==> config.mk <==
export PLATFORM = sky130hd
export DESIGN_NAME = samp_conv_if
export DESIGN_NICKNAME = d
export VERILOG_FILES = /design/src/rtl/samp_conv_pkg.sv /design/src/rtl/start_qualifier.sv /design/src/rtl/conv_sequencer.sv /design/src/rtl/out_stage.sv /design/src/rtl/samp_conv_if.sv
export SDC_FILE = /design/constraint.sdc
export NUM_CORES = 1
export LEC_CHECK = 0
export ABC_AREA = 1
export BUFFER_PORTS_ARGS = -buffer_cell sky130_fd_sc_hd__buf_2
export CORE_UTILIZATION = 51
export CTS_CLUSTER_SIZE = 20
export DETAILED_ROUTE_END_ITERATION = 10
export GPL_TIMING_DRIVEN = 0
export PLACE_DENSITY = 0.72
export REMOVE_ABC_BUFFERS = 1
export SETUP_SLACK_MARGIN = 0.3
export SLEW_MARGIN = 20
export SYNTH_ARGS = -nofsm -noshare
export SYNTH_HDL_FRONTEND = slang
export SYNTH_HIERARCHICAL = 1
export SYNTH_SLANG_ARGS = --single-unit
==> constraint.sdc <==
create_clock -name clk -period 1.8 [get_ports clk]
set_input_delay 0.18 -clock clk [delete_from_list [all_inputs] [get_ports clk]]
set_output_delay 0.18 -clock clk [all_outputs]
set_load 0.005 [all_outputs]
==> src/rtl/samp_conv_pkg.sv <==
package samp_conv_pkg;

  typedef enum logic [1:0] {
    ST_IDLE = 2'd0,
    ST_CONV = 2'd1,
    ST_ACQ  = 2'd2
  } seq_state_t;

  function automatic int unsigned cnt_bits(input int unsigned a, input int unsigned b);
    return $clog2(((a > b) ? a : b) + 1);
  endfunction

endpackage

==> src/rtl/start_qualifier.sv <==
module start_qualifier #(
  parameter int unsigned START_CYC = 10
) (
  input  logic clk,
  input  logic rst,
  input  logic cs_n,
  input  logic rc_n,
  output logic start_p
);
  localparam int unsigned LW = $clog2(START_CYC + 1);

  logic          both_low;
  logic [LW-1:0] lo_cnt;

  assign both_low = !cs_n && !rc_n;

  // saturating run-length counter of the joint low condition
  always_ff @(posedge clk) begin
    if (rst) begin
      lo_cnt <= '0;
    end else if (!both_low) begin
      lo_cnt <= '0;
    end else if (lo_cnt != LW'(START_CYC)) begin
      lo_cnt <= lo_cnt + 1'b1;
    end
  end

  assign start_p = both_low && (lo_cnt == LW'(START_CYC - 1));

  // one strobe per low pulse, never on two edges in a row
  a_r3_single_strobe: assert property (@(posedge clk) disable iff (rst)
    start_p |=> !start_p);

  // a strobe needs the lines low on the previous edge as well when START_CYC > 1
  a_r1_pulse_width: assert property (@(posedge clk) disable iff (rst)
    (start_p && START_CYC > 1) |-> $past(!cs_n && !rc_n));

endmodule

==> src/rtl/conv_sequencer.sv <==
module conv_sequencer
  import samp_conv_pkg::*;
#(
  parameter int unsigned DATA_W   = 16,
  parameter int unsigned CONV_CYC = 1750,
  parameter int unsigned ACQ_CYC  = 250
) (
  input  logic              clk,
  input  logic              rst,
  input  logic              start_p,
  input  logic [DATA_W-1:0] ain,
  output logic              busy_n,
  output logic [DATA_W-1:0] result
);
  localparam int unsigned CW = cnt_bits(CONV_CYC, ACQ_CYC);

  seq_state_t        state;
  logic [CW-1:0]     cnt;
  logic [DATA_W-1:0] hold;

  always_ff @(posedge clk) begin
    if (rst) begin
      state  <= ST_IDLE;
      cnt    <= '0;
      hold   <= '0;
      result <= '0;
      busy_n <= 1'b1;
    end else begin
      unique case (state)
        ST_IDLE: begin
          if (start_p) begin
            state  <= ST_CONV;
            cnt    <= CW'(CONV_CYC - 1);
            hold   <= ain;
            busy_n <= 1'b0;
          end
        end
        ST_CONV: begin
          if (cnt == '0) begin
            result <= hold;
            busy_n <= 1'b1;
            state  <= ST_ACQ;
            cnt    <= CW'(ACQ_CYC - 1);
          end else begin
            cnt <= cnt - 1'b1;
          end
        end
        ST_ACQ: begin
          if (cnt == '0) state <= ST_IDLE;
          else           cnt   <= cnt - 1'b1;
        end
        default: state <= ST_IDLE;
      endcase
    end
  end

  // a mid-conversion strobe neither ends busy nor recaptures the sample
  a_r3_ignore_restart: assert property (@(posedge clk) disable iff (rst)
    (state == ST_CONV && cnt != '0 && start_p) |=> (!busy_n && $stable(hold)));

  // busy flag tracks the conversion phase
  a_r4_busy_in_conv: assert property (@(posedge clk) disable iff (rst)
    (state == ST_CONV) |-> !busy_n);

  // the frozen sample is the input seen at the qualifying edge
  a_r2_capture: assert property (@(posedge clk) disable iff (rst)
    $fell(busy_n) |-> (hold == $past(ain)));

  // result only moves when busy returns high
  a_r5_result_stable: assert property (@(posedge clk) disable iff (rst)
    !$rose(busy_n) |-> $stable(result));

endmodule

==> src/rtl/out_stage.sv <==
module out_stage #(
  parameter int unsigned DATA_W    = 16,
  parameter bit          TWOS_COMP = 1'b1
) (
  input  logic              clk,
  input  logic              rst,
  input  logic              cs_n,
  input  logic              rc_n,
  input  logic              byte_sel,
  input  logic [DATA_W-1:0] result,
  output logic [DATA_W-1:0] dout,
  output logic              dout_oe
);
  localparam int unsigned HB = DATA_W / 2;

  logic [DATA_W-1:0] coded;
  logic [DATA_W-1:0] swapped;
  logic              rd_en;

  generate
    if (TWOS_COMP) begin : g_twos
      assign coded = {~result[DATA_W-1], result[DATA_W-2:0]};
    end else begin : g_straight
      assign coded = result;
    end
  endgenerate

  assign swapped = {coded[HB-1:0], coded[DATA_W-1:HB]};
  assign rd_en   = !cs_n && rc_n;

  always_ff @(posedge clk) begin
    if (rst) begin
      dout_oe <= 1'b0;
      dout    <= '0;
    end else begin
      dout_oe <= rd_en;
      dout    <= rd_en ? (byte_sel ? swapped : coded) : '0;
    end
  end

  // a disabled bus carries zero
  a_r6_quiet_bus: assert property (@(posedge clk) disable iff (rst)
    !dout_oe |-> (dout == '0));

  // enable follows a read request, never a convert request
  a_r6_read_only: assert property (@(posedge clk) disable iff (rst)
    dout_oe |-> $past(rc_n && !cs_n));

endmodule

==> src/rtl/samp_conv_if.sv <==
module samp_conv_if #(
  parameter int unsigned DATA_W    = 16,
  parameter int unsigned START_CYC = 10,
  parameter int unsigned CONV_CYC  = 1750,
  parameter int unsigned ACQ_CYC   = 250,
  parameter bit          TWOS_COMP = 1'b1
) (
  input  logic              clk,
  input  logic              rst,
  input  logic              cs_n,
  input  logic              rc_n,
  input  logic              byte_sel,
  input  logic [DATA_W-1:0] ain,
  output logic              busy_n,
  output logic [DATA_W-1:0] dout,
  output logic              dout_oe
);
  logic              start_p;
  logic [DATA_W-1:0] result;

  start_qualifier #(.START_CYC(START_CYC)) u_qual (
    .clk(clk), .rst(rst), .cs_n(cs_n), .rc_n(rc_n), .start_p(start_p)
  );

  conv_sequencer #(.DATA_W(DATA_W), .CONV_CYC(CONV_CYC), .ACQ_CYC(ACQ_CYC)) u_seq (
    .clk(clk), .rst(rst), .start_p(start_p), .ain(ain),
    .busy_n(busy_n), .result(result)
  );

  out_stage #(.DATA_W(DATA_W), .TWOS_COMP(TWOS_COMP)) u_out (
    .clk(clk), .rst(rst), .cs_n(cs_n), .rc_n(rc_n), .byte_sel(byte_sel),
    .result(result), .dout(dout), .dout_oe(dout_oe)
  );

  // busy only falls after an edge that saw both lines low
  a_r1_start_cond: assert property (@(posedge clk) disable iff (rst)
    $fell(busy_n) |-> $past(!cs_n && !rc_n));

  // the cycle right after reset shows idle outputs
  a_r9_post_reset: assert property (@(posedge clk)
    $past(rst) |-> (busy_n && !dout_oe && dout == '0));

endmodule

==> results.md, run 1 <==
- Outcome: finished clean
- Worst Setup EP: u_seq/cnt[5]
- Clock Latency Late Sink: 350 ps
- Mux cell area share after synthesis: 0%
- Via Count: 2,791
- DRC: 0
- Initial DRC count: 121
- DRT Wirelength: 6.432 mm
- Avg Inst Size Synth: 6.862 µm²
- Yosys warnings: 6
- HP Class: in -> reg
- CTS Root Cell: clkbuf_8
- R2r setup slk: 320 ps
- Starting Density: 54.49%
- Unrepaired setup endpoints after global routing: true
- Vias/cell: 4.914
- Critical Path Start: u_qual/lo_cnt[1]
- Worst slew pin tran: 1074 ps
- Core ar.: 5642 µm²
- Storage cell area: 1351 µm²
- Post-synth ARST share: 0%
- Seq/Total Area, Yosys: 43.63%
- Row count: 27
- Final setup viols: 0
- Final nets: 521
- Clock slew at reported path FFs: 70 ps
- Worst r2r dst: u_seq/cnt[5]
- Setup CP Type: reg -> reg
- Num ports: 39
- CP Capture Type: flop
- Slew Limit Fails: 0
- Cells after DPL: 545
- Die Span Y: 79.64 µm
- Seq cells post-synth: 67
- Syn-to-layout area delta: 20.35%
- Critical path required time: 2030 ps
- Synth Area in Simple Gates: 30.89%
- All-Layer GR Usage: 22.31%
- Number of port buffers: 38
- Fin util: 65.58%
- CTS tree: yes
- Setup Skew: 8.358 ps
- Area contributors post-synth: dfxtp_1 44%, nor2_1 17%, nand2_1 7.7%
- Pre-CTS setup slack: -489.4 ps
- Final Hold Vio Count: 0
- Critical path launch point type: flop
- Total Die Area: 6343 µm²
- Total CTS buffers: 9
- Post-DRT Antenna Nets: 0
- N_diodes: 0
- EDFF count, synth: 0
- Hold WS: 82.26 ps
- Final WS setup: 322.6 ps
- Post-route minimum period: 1477 ps
- Post-synthesis adder-cell area fraction: 3.663%
- Multi-input gate area: 1533 µm²
- Pre-Repair DR Iteration Count: 5
- Final Cell Area: 3700 µm²
- Worst EP arrival: 1710 ps
- Power Density: 761.9 nW/µm²
- Share of the synthesized area in the top cell type: 43.63%
- XOR/XNOR Fraction of Synth Area: 1.140%
- Clock sink total: 67
- Antenna violations before repair: 0
- First-pass GRT wire length: 10.81 mm
- Largest family of logic cells by synthesized area: simple AND/OR/NAND/NOR gates
- DP Area: 3274 µm²
- Fill count: 499
- Routability cong.: 0.9010
- Non-filler cells in the finished layout: 568
- Critical-path maximum fanout: 8
- Cells after Synth: 448
- Overflow after GRT: 0
- Fmax: 676.9 MHz
- Routed WL per cell: 11.32 µm
- Worst ir drop on vdd: 479.4 µV
- H-tree depth: 3
- Slew margin rel.: 28.30%
- CTS max path bufs: 2
- Static Leak: 1.690 nW
- RR Startpoint: u_qual/lo_cnt[1]
- Reg2Reg Depth: 11
- Largest net degree at the start of global routing: 39
- Tcrit/Tclk final: 82.08%
- Leading area contributor after synthesis: dfxtp_1
- Max_cap viols: 0
- DP Wirelength: 4.138 mm
- Mapped cell area: 3074 µm²
- Layout cells sized above 1: 21.98%
- Synth Area in Compound Gates: 9.849%
- Distinct cells, synth: 29
- Vias in the first global route: 2,532
- Width of the die: 79.64 µm
- Synth Flop Type: dfxtp_1
[cells in the mapped netlist (3+ instances only)]
cell / count
dfxtp_1: 67
ha_1: 9
buf_6: 3
o21ai_0: 31
clkinv_1: 14
o21ai_1: 12
inv_2: 3
nand2_1: 63
clkbuf_1: 5
nand2_2: 3
a21oi_1: 13
buf_2: 3
nor3_1: 3
inv_1: 49
nand3_1: 9
nor2_1: 141
xor2_1: 3
[logic make-up after synthesis]
logic type      count (synthesis)
buf+inv                        80
xor+xnor                        4
fa+ha+maj                       9
compound gates                 59
simple gates                  229
flops                          67
[worst min path at each step]
| stage | startpoint | slack [ps] | endpoint | cells after the start |
|---|---|---|---|---|
| 2_1_floorplan | rst | 250 | u_seq/cnt[1] | 1 |
| 5_1_grt | ain[1] | 90 | u_seq/hold[1] | 3 |
| 4_1_cts | ain[4] | 70 | u_seq/hold[4] | 3 |
| 3_5_place_dp | ain[4] | 440 | u_seq/hold[4] | 3 |
| 6_report | ain[4] | 80 | u_seq/hold[4] | 3 |
| 3_3_place_gp | ain[4] | 430 | u_seq/hold[4] | 3 |
[layout by cell type (no fill, tap or decap), types with 3 or more instances in the layout]
cell type and count:
nor2_1 133, dfxtp_1 61, nand2_1 60, inv_1 43, buf_2 38, o21ai_0 27, o21ai_1 14, clkinv_1 13
a21oi_1 11, clkbuf_8 10, inv_2 7, nand3_1 7, nor2_4 6, ha_1 6, buf_4 6, nor2_2 6
dfxtp_2 5, clkinv_4 4, nand3_4 4, nand2_2 4, nor3_1 3, xor2_1 3
[critical path, cell delays in order (launching register included)]
cell      delay, ps
dfxtp_4         340
inv_2            60
ha_4            130
nand3_4          80
nor2_4          150
nor2_4           60
nor2_4          150
nand2_4         100
clkinv_4        100
nor2_2           40
nor2_1          110
nor2_1           60
[through the flow]
stage	power [mW]	TNS, ps
2_1_floorplan	1.553	0
3_3_place_gp	1.599	-7810
3_5_place_dp	1.601	-8029
4_1_cts	2.857	0
5_1_grt	2.944	0
6_report	2.819	0
[layout make-up]
type                            count  area share, %
Inverter                           67          7.474
Sequential cell                    67          36.52
Timing Repair Buffer               45          6.662
Multi-Input combinational cell    301          41.43
Tap cell                           72          2.435
Clock buffer                       10          3.720
Clock inverter                      6          1.759
[layer usage]
| metal | vias to the layer above | global-route usage, % | wire, µm |
|---|---|---|---|
| met3 | 11 | 6.514 | 295 |
| met1 | 1275 | 23.63 | 2778 |
| met4 | 0 | 9.091 | 78 |
| li1 | 1450 | - | - |
| met2 | 55 | 40.85 | 3280 |
| met5 | - | 0 | 0 |
[state kept, by name, indices dropped and copies added (netlist names)]
name,cells
u_out/dout,16
u_qual/lo_cnt,4
u_seq/busy_n,1
u_seq/cnt,11
u_seq/result,16
u_seq/hold,16
u_out/dout_oe,1
u_seq/state,2
[where the power goes]
group          internal, mW  switching (mW)
logic                0.0315          0.0541
registers              1.48         0.00163
clock network         0.676           0.572
total                  2.19           0.628
[what timing repair did]
action,in CTS,in global routing
buffers inserted,7,0
endpoints found under the setup margin,46,38
gates resized for setup,30,27
pin swaps,9,8
hold buffers,0,0
Power figures use the tool's default switching activity.
==> run 2, diff against run 1 <==
==> constraint.sdc (replaced) <==
create_clock -name clk -period 1.4 [get_ports clk]
set_input_delay 0.14 -clock clk [delete_from_list [all_inputs] [get_ports clk]]
set_output_delay 0.14 -clock clk [all_outputs]
set_load 0.005 [all_outputs]
==> results.md, run 2 (synthesis gave the netlist of run 1 again) <==
- Combinational share of power: 3.1%
- Worst hold path cell count: 3
- Clock Power Share: 44.5%
- HP Start: ain[13]
- Multi-input gate area: 1650 µm²
- Largest net degree at the start of global routing: 39
- Vias in the first global route: 2,594
- N_diodes: 0
- Syn-to-layout area delta: 29.06%
- Antenna violations before repair: 0
- Num ports: 39
- CTS tree: yes
- Part of the power in registers: 52.3%
- Clock sink total: 67
- Commonest non-fill, non-tap cell in the layout: nor2_1
- Starting Density: 54.49%
- Final setup viols: 30
- Die Span Y: 79.64 µm
- Width of the die: 79.64 µm
- Final Hold Vio Count: 0
- All-Layer GR Usage: 24.21%
- Outcome: complete, but fails checks
- P_int: 2.814 mW
- Total Die Area: 6343 µm²
- Final WS setup: -146.5 ps
- CTS max path bufs: 2
- Vias/cell: 5.088
- Worst ir drop on vdd: 608.1 µV
- Commonest cells after routing, fill and taps aside: 125 x nor2_1, 61 x dfxtp_1, 57 x nand2_1
- Post-DRT Antenna Nets: 0
- Critical-path maximum fanout: 3
- Clock Latency Late Sink: 350 ps
- Sw Ratio: 22.69%
- Routed WL per cell: 13.12 µm
- Hold WS: 28.65 ps
- Sw Pwr: 0.8260 mW
- Initial DRC count: 161
- Static Leak: 1.769 nW
- Final nets: 533
- Fin util: 70.33%
- CTS Root Cell: clkbuf_8
- H-tree depth: 3
- Endpoint, Worst Hold: u_seq/hold[13]
- CP Capture Type: flop
- CP Cell Sequence: inv_4 -> ha_4 -> inv_2 -> nor2_2 -> nand3_1 -> nor2_2 -> nand2_1 -> nand2_2 -> inv_2 -> a21oi_2 -> nor2_1
- Critical path required time: 1640 ps
- Tcrit/Tclk final: 110.5%
- DRT Wirelength: 7.610 mm
- Unrepaired setup endpoints after global routing: true
- Via Count: 2,951
- Setup Skew: 9.781 ps
- Post-route minimum period: 1547 ps
- Setup TNS: -1798 ps
- Slew margin rel.: 26.80%
- CP peak stage delay: 360 ps
- Fill count: 460
- Routability cong.: 0.9010
- Number of port buffers: 38
- DP Area: 3274 µm²
- DP Wirelength: 4.138 mm
- First-pass GRT wire length: 11.59 mm
- DRC: 0
- Storage cell area: 1356 µm²
- Total CTS buffers: 9
- Layout cells sized above 1: 27.36%
- Worst r2r dst: u_seq/cnt[2]
- Worst EP arrival: 1780 ps
- Worst Path Buf+Inv: 3
- Setup CP Type: reg -> reg
- HP Class: in -> reg
- Failing checks: negative setup slack
- Delay-heaviest family, CP: simple AND/OR/NAND/NOR gates
- Worst slew pin tran: 1097 ps
- Hold-fix buffers, CTS: 0
- Slew Limit Fails: 0
- Row count: 27
- Power Density: 917.4 nW/µm²
- Final Cell Area: 3968 µm²
- Slowest library cell on the worst path: dfxtp_4
- Overflow after GRT: 0
- Max_cap viols: 0
- RR Startpoint: u_seq/cnt[0]
- Core ar.: 5642 µm²
- Pre-Repair DR Iteration Count: 5
- Largest regs: u_out/dout: 16 flops, u_seq/hold: 16 flops, u_seq/result: 16 flops
- Clock slew at reported path FFs: 80 ps
- Critical path launch point type: flop
- Fmax: 646.6 MHz
- Reg2Reg Depth: 11
- R2r setup slk: -150 ps
run 2: worst min-delay path: cells and delay by family:
family / cells / cell delay, ps
AOI/OAI and AO/OA: 1 / 60
and+or+nand+nor: 1 / 70
buffers and inverters: 1 / 80
run 2: worst max path at each step:
stage	slack, ps	from	depth (start not counted)	to
after floorplan	-240	u_qual/lo_cnt[1]	8	u_seq/hold[0]
after global placement	-870	u_qual/lo_cnt[1]	8	u_seq/state[0]
after detailed placement	-890	u_qual/lo_cnt[1]	8	u_seq/hold[13]
after CTS	-110	u_qual/lo_cnt[1]	10	u_seq/cnt[0]
after global routing	-210	u_seq/cnt[0]	10	u_seq/state[0]
final	-150	u_seq/cnt[0]	11	u_seq/cnt[2]
run 2: power groups by stage:
stage          registers [mW]  clock network [mW]  logic (mW)
6_report                 1.91                1.62       0.113
4_1_cts                  1.91                1.65       0.110
2_1_floorplan            1.96                   0      0.0410
3_5_place_dp             1.96                   0       0.103
5_1_grt                  1.91                1.76       0.127
3_3_place_gp             1.96                   0       0.101
run 2: timing repair:
item,4_1_cts,5_1_grt
endpoints found under the setup margin,46,49
resized for setup,55,47
pin swaps,17,22
buffers inserted,10,2
cloned,5,2
run 2: cell type report:
| cell class | instances | area share [%] |
|---|---|---|
| flip-flops and latches | 67 | 34.18 |
| clock inverters | 6 | 1.640 |
| inverters | 67 | 7.442 |
| clock buffers | 10 | 3.469 |
| multi-input cells | 303 | 41.60 |
| repair buffers | 51 | 8.136 |
| repair inverters | 4 | 1.261 |
| well taps | 72 | 2.271 |
run 2: metrics by stage:
stage          worst slack, ps  total power [mW]  cells
3_5_place_dp            -889.4             2.058    545
4_1_cts                 -106.8             3.674    576
6_report                -146.5             3.640    580
2_1_floorplan           -243.9             1.996    435
3_3_place_gp            -867.4             2.056    545
5_1_grt                 -212.6             3.789    580
run 2: per-layer routing:
| metal | GRT usage, % | wire (µm) | part of all wire [%] |
|---|---|---|---|
| met5 | 0 | 0 | 0 |
| met4 | 9.455 | 110 | 1.4 |
| met1 | 26.76 | 3104 | 41 |
| met2 | 43.50 | 4045 | 53 |
| met3 | 6.629 | 350 | 4.6 |
==> run 3, diff against run 2 <==
--- a/config.mk
+++ b/config.mk
@@ -11,7 +11,7 @@
 export CTS_CLUSTER_SIZE = 20
 export DETAILED_ROUTE_END_ITERATION = 10
 export GPL_TIMING_DRIVEN = 0
-export PLACE_DENSITY = 0.72
+export PLACE_DENSITY = 0.73
 export REMOVE_ABC_BUFFERS = 1
 export SETUP_SLACK_MARGIN = 0.3
 export SLEW_MARGIN = 20
==> results.md, run 3 (synthesis gave the netlist of run 1 again) <==
- Largest regs: u_out/dout: 16 flops, u_seq/hold: 16 flops, u_seq/result: 16 flops
- Worst Path Buf+Inv: 1
- Part of the power in registers: 52.9%
- Routability cong.: 0.8805
- Setup TNS: -2817 ps
- Initial DRC count: 170
- Fill count: 377
- Core ar.: 5642 µm²
- All-Layer GR Usage: 26.40%
- Clock Latency Late Sink: 340 ps
- DRT Wirelength: 8.911 mm
- Critical path launch point type: flop
- Max_cap viols: 0
- CTS max path bufs: 2
- CP Cell Sequence: nor2_4 -> nand2_2 -> nor2_4 -> buf_12 -> nand3_4 -> nand2_1 -> nand2_1 -> nor2_1 -> nor2_2 -> nor2_1
- Clock Power Share: 43.5%
- Pre-Repair DR Iteration Count: 4
- Slew Limit Fails: 0
- DRC: 0
- Commonest cells after routing, fill and taps aside: 126 x nor2_1, 53 x dfxtp_1, 49 x nand2_1
- Slew margin rel.: 39.98%
- Unrepaired setup endpoints after global routing: true
- Critical path required time: 1690 ps
- P_int: 2.770 mW
- Antenna violations before repair: 0
- Vias in the first global route: 2,785
- Worst ir drop on vdd: 769.7 µV
- Via Count: 3,092
- CP peak stage delay: 350 ps
- Critical-path maximum fanout: 5
- Total Die Area: 6343 µm²
- Clock slew at reported path FFs: 70 ps
- Largest net degree at the start of global routing: 39
- Final nets: 543
- Storage cell area: 1369 µm²
- Fmax: 647.3 MHz
- Final setup viols: 45
- Delay-heaviest family, CP: simple AND/OR/NAND/NOR gates
- Row count: 27
- Layout cells sized above 1: 37.26%
- Setup Skew: 8.529 ps
- Worst slew pin tran: 898.9 ps
- Multi-input gate area: 1854 µm²
- Syn-to-layout area delta: 38.46%
- Post-DRT Antenna Nets: 0
- CTS tree: yes
- Number of port buffers: 38
- DP Area: 3274 µm²
- N_diodes: 0
- Worst EP arrival: 1830 ps
- DP Wirelength: 4.199 mm
- Tcrit/Tclk final: 110.4%
- Routed WL per cell: 15.10 µm
- Clock sink total: 67
- Sw Pwr: 0.8322 mW
- CP Capture Type: flop
- Num ports: 39
- Commonest non-fill, non-tap cell in the layout: nor2_1
- Starting Density: 54.49%
- Post-route minimum period: 1545 ps
- Combinational share of power: 3.7%
- Fin util: 75.45%
- CTS Root Cell: clkbuf_8
- Outcome: complete, but fails checks
- HP Class: in -> reg
- Hold-fix buffers, CTS: 0
- Final Hold Vio Count: 0
- Static Leak: 1.870 nW
- Final WS setup: -145.0 ps
- Overflow after GRT: 0
- H-tree depth: 3
- Setup CP Type: reg -> reg
- Width of the die: 79.64 µm
- Failing checks: negative setup slack
- Total CTS buffers: 9
- Power Density: 846.3 nW/µm²
- Pre-CTS setup slack: -921.4 ps
- Sw Ratio: 23.10%
- Die Span Y: 79.64 µm
- Final Cell Area: 4257 µm²
- Slowest library cell on the worst path: dfxtp_2
- Vias/cell: 5.241
- First-pass GRT wire length: 12.67 mm
[run 3: metrics by stage]
stage / hold WS (ps) / power, mW / instances
6_report: 32.57 / 3.602 / 590
5_1_grt: 28.36 / 3.739 / 590
4_1_cts: 38.17 / 3.608 / 584
3_5_place_dp: 401.5 / 2.059 / 545
3_3_place_gp: 390.9 / 2.056 / 545
2_1_floorplan: 209.1 / 1.996 / 435
[run 3: path summary, 6_finish.rpt]
check | start | endpoint | slack [ps] | depth (start not counted)
setup / recovery | u_seq/cnt[3] | u_seq/cnt[5] | -140 | 10
hold / removal | ain[11] | u_seq/hold[11] | 30 | 3
setup reg to reg | u_seq/cnt[3] | u_seq/cnt[5] | -140 | 10
hold reg to reg | u_seq/hold[0] | u_seq/hold[0] | 490 | 2
[run 3: what timing repair did]
action / in CTS / in global routing
gates cloned: 7 / 1
setup buffers: 16 / 5
pin swaps: 35 / 32
endpoints found under the hold margin: 0 / 0
endpoints found under the setup margin: 46 / 49
resized for setup: 101 / 73
[run 3: power groups by stage]
stage / Sequential (mW) / Clock, mW / Combinational [mW]
after floorplan: 1.96 / 0 / 0.0410
after global routing: 1.90 / 1.69 / 0.143
after global placement: 1.96 / 0 / 0.100
after CTS: 1.91 / 1.58 / 0.119
final: 1.90 / 1.57 / 0.132
after detailed placement: 1.96 / 0 / 0.103
[run 3: final cells by class]
type                       instances  area share [%]
clock buffer                      10           2.998
clock inverter                     6           1.558
inverter                          67           7.025
multi-input combinational        305           43.56
sequential                        67           32.16
tap                               72           2.116
timing repair buffer              59           9.406
timing repair inverter             4           1.176
[run 3: per-layer routing]
metal  GRT usage, %  wire length, µm
met1          28.40             3286
met2          47.35             4782
met3          7.657              528
met4          11.82              314
met5              0                0
[run 3: tightest hold or removal path, delay by kind of cell]
kind                   cells  cell delay [ps]
AOI/OAI and AO/OA          1               60
buffers and inverters      1               80
and+or+nand+nor            1               70
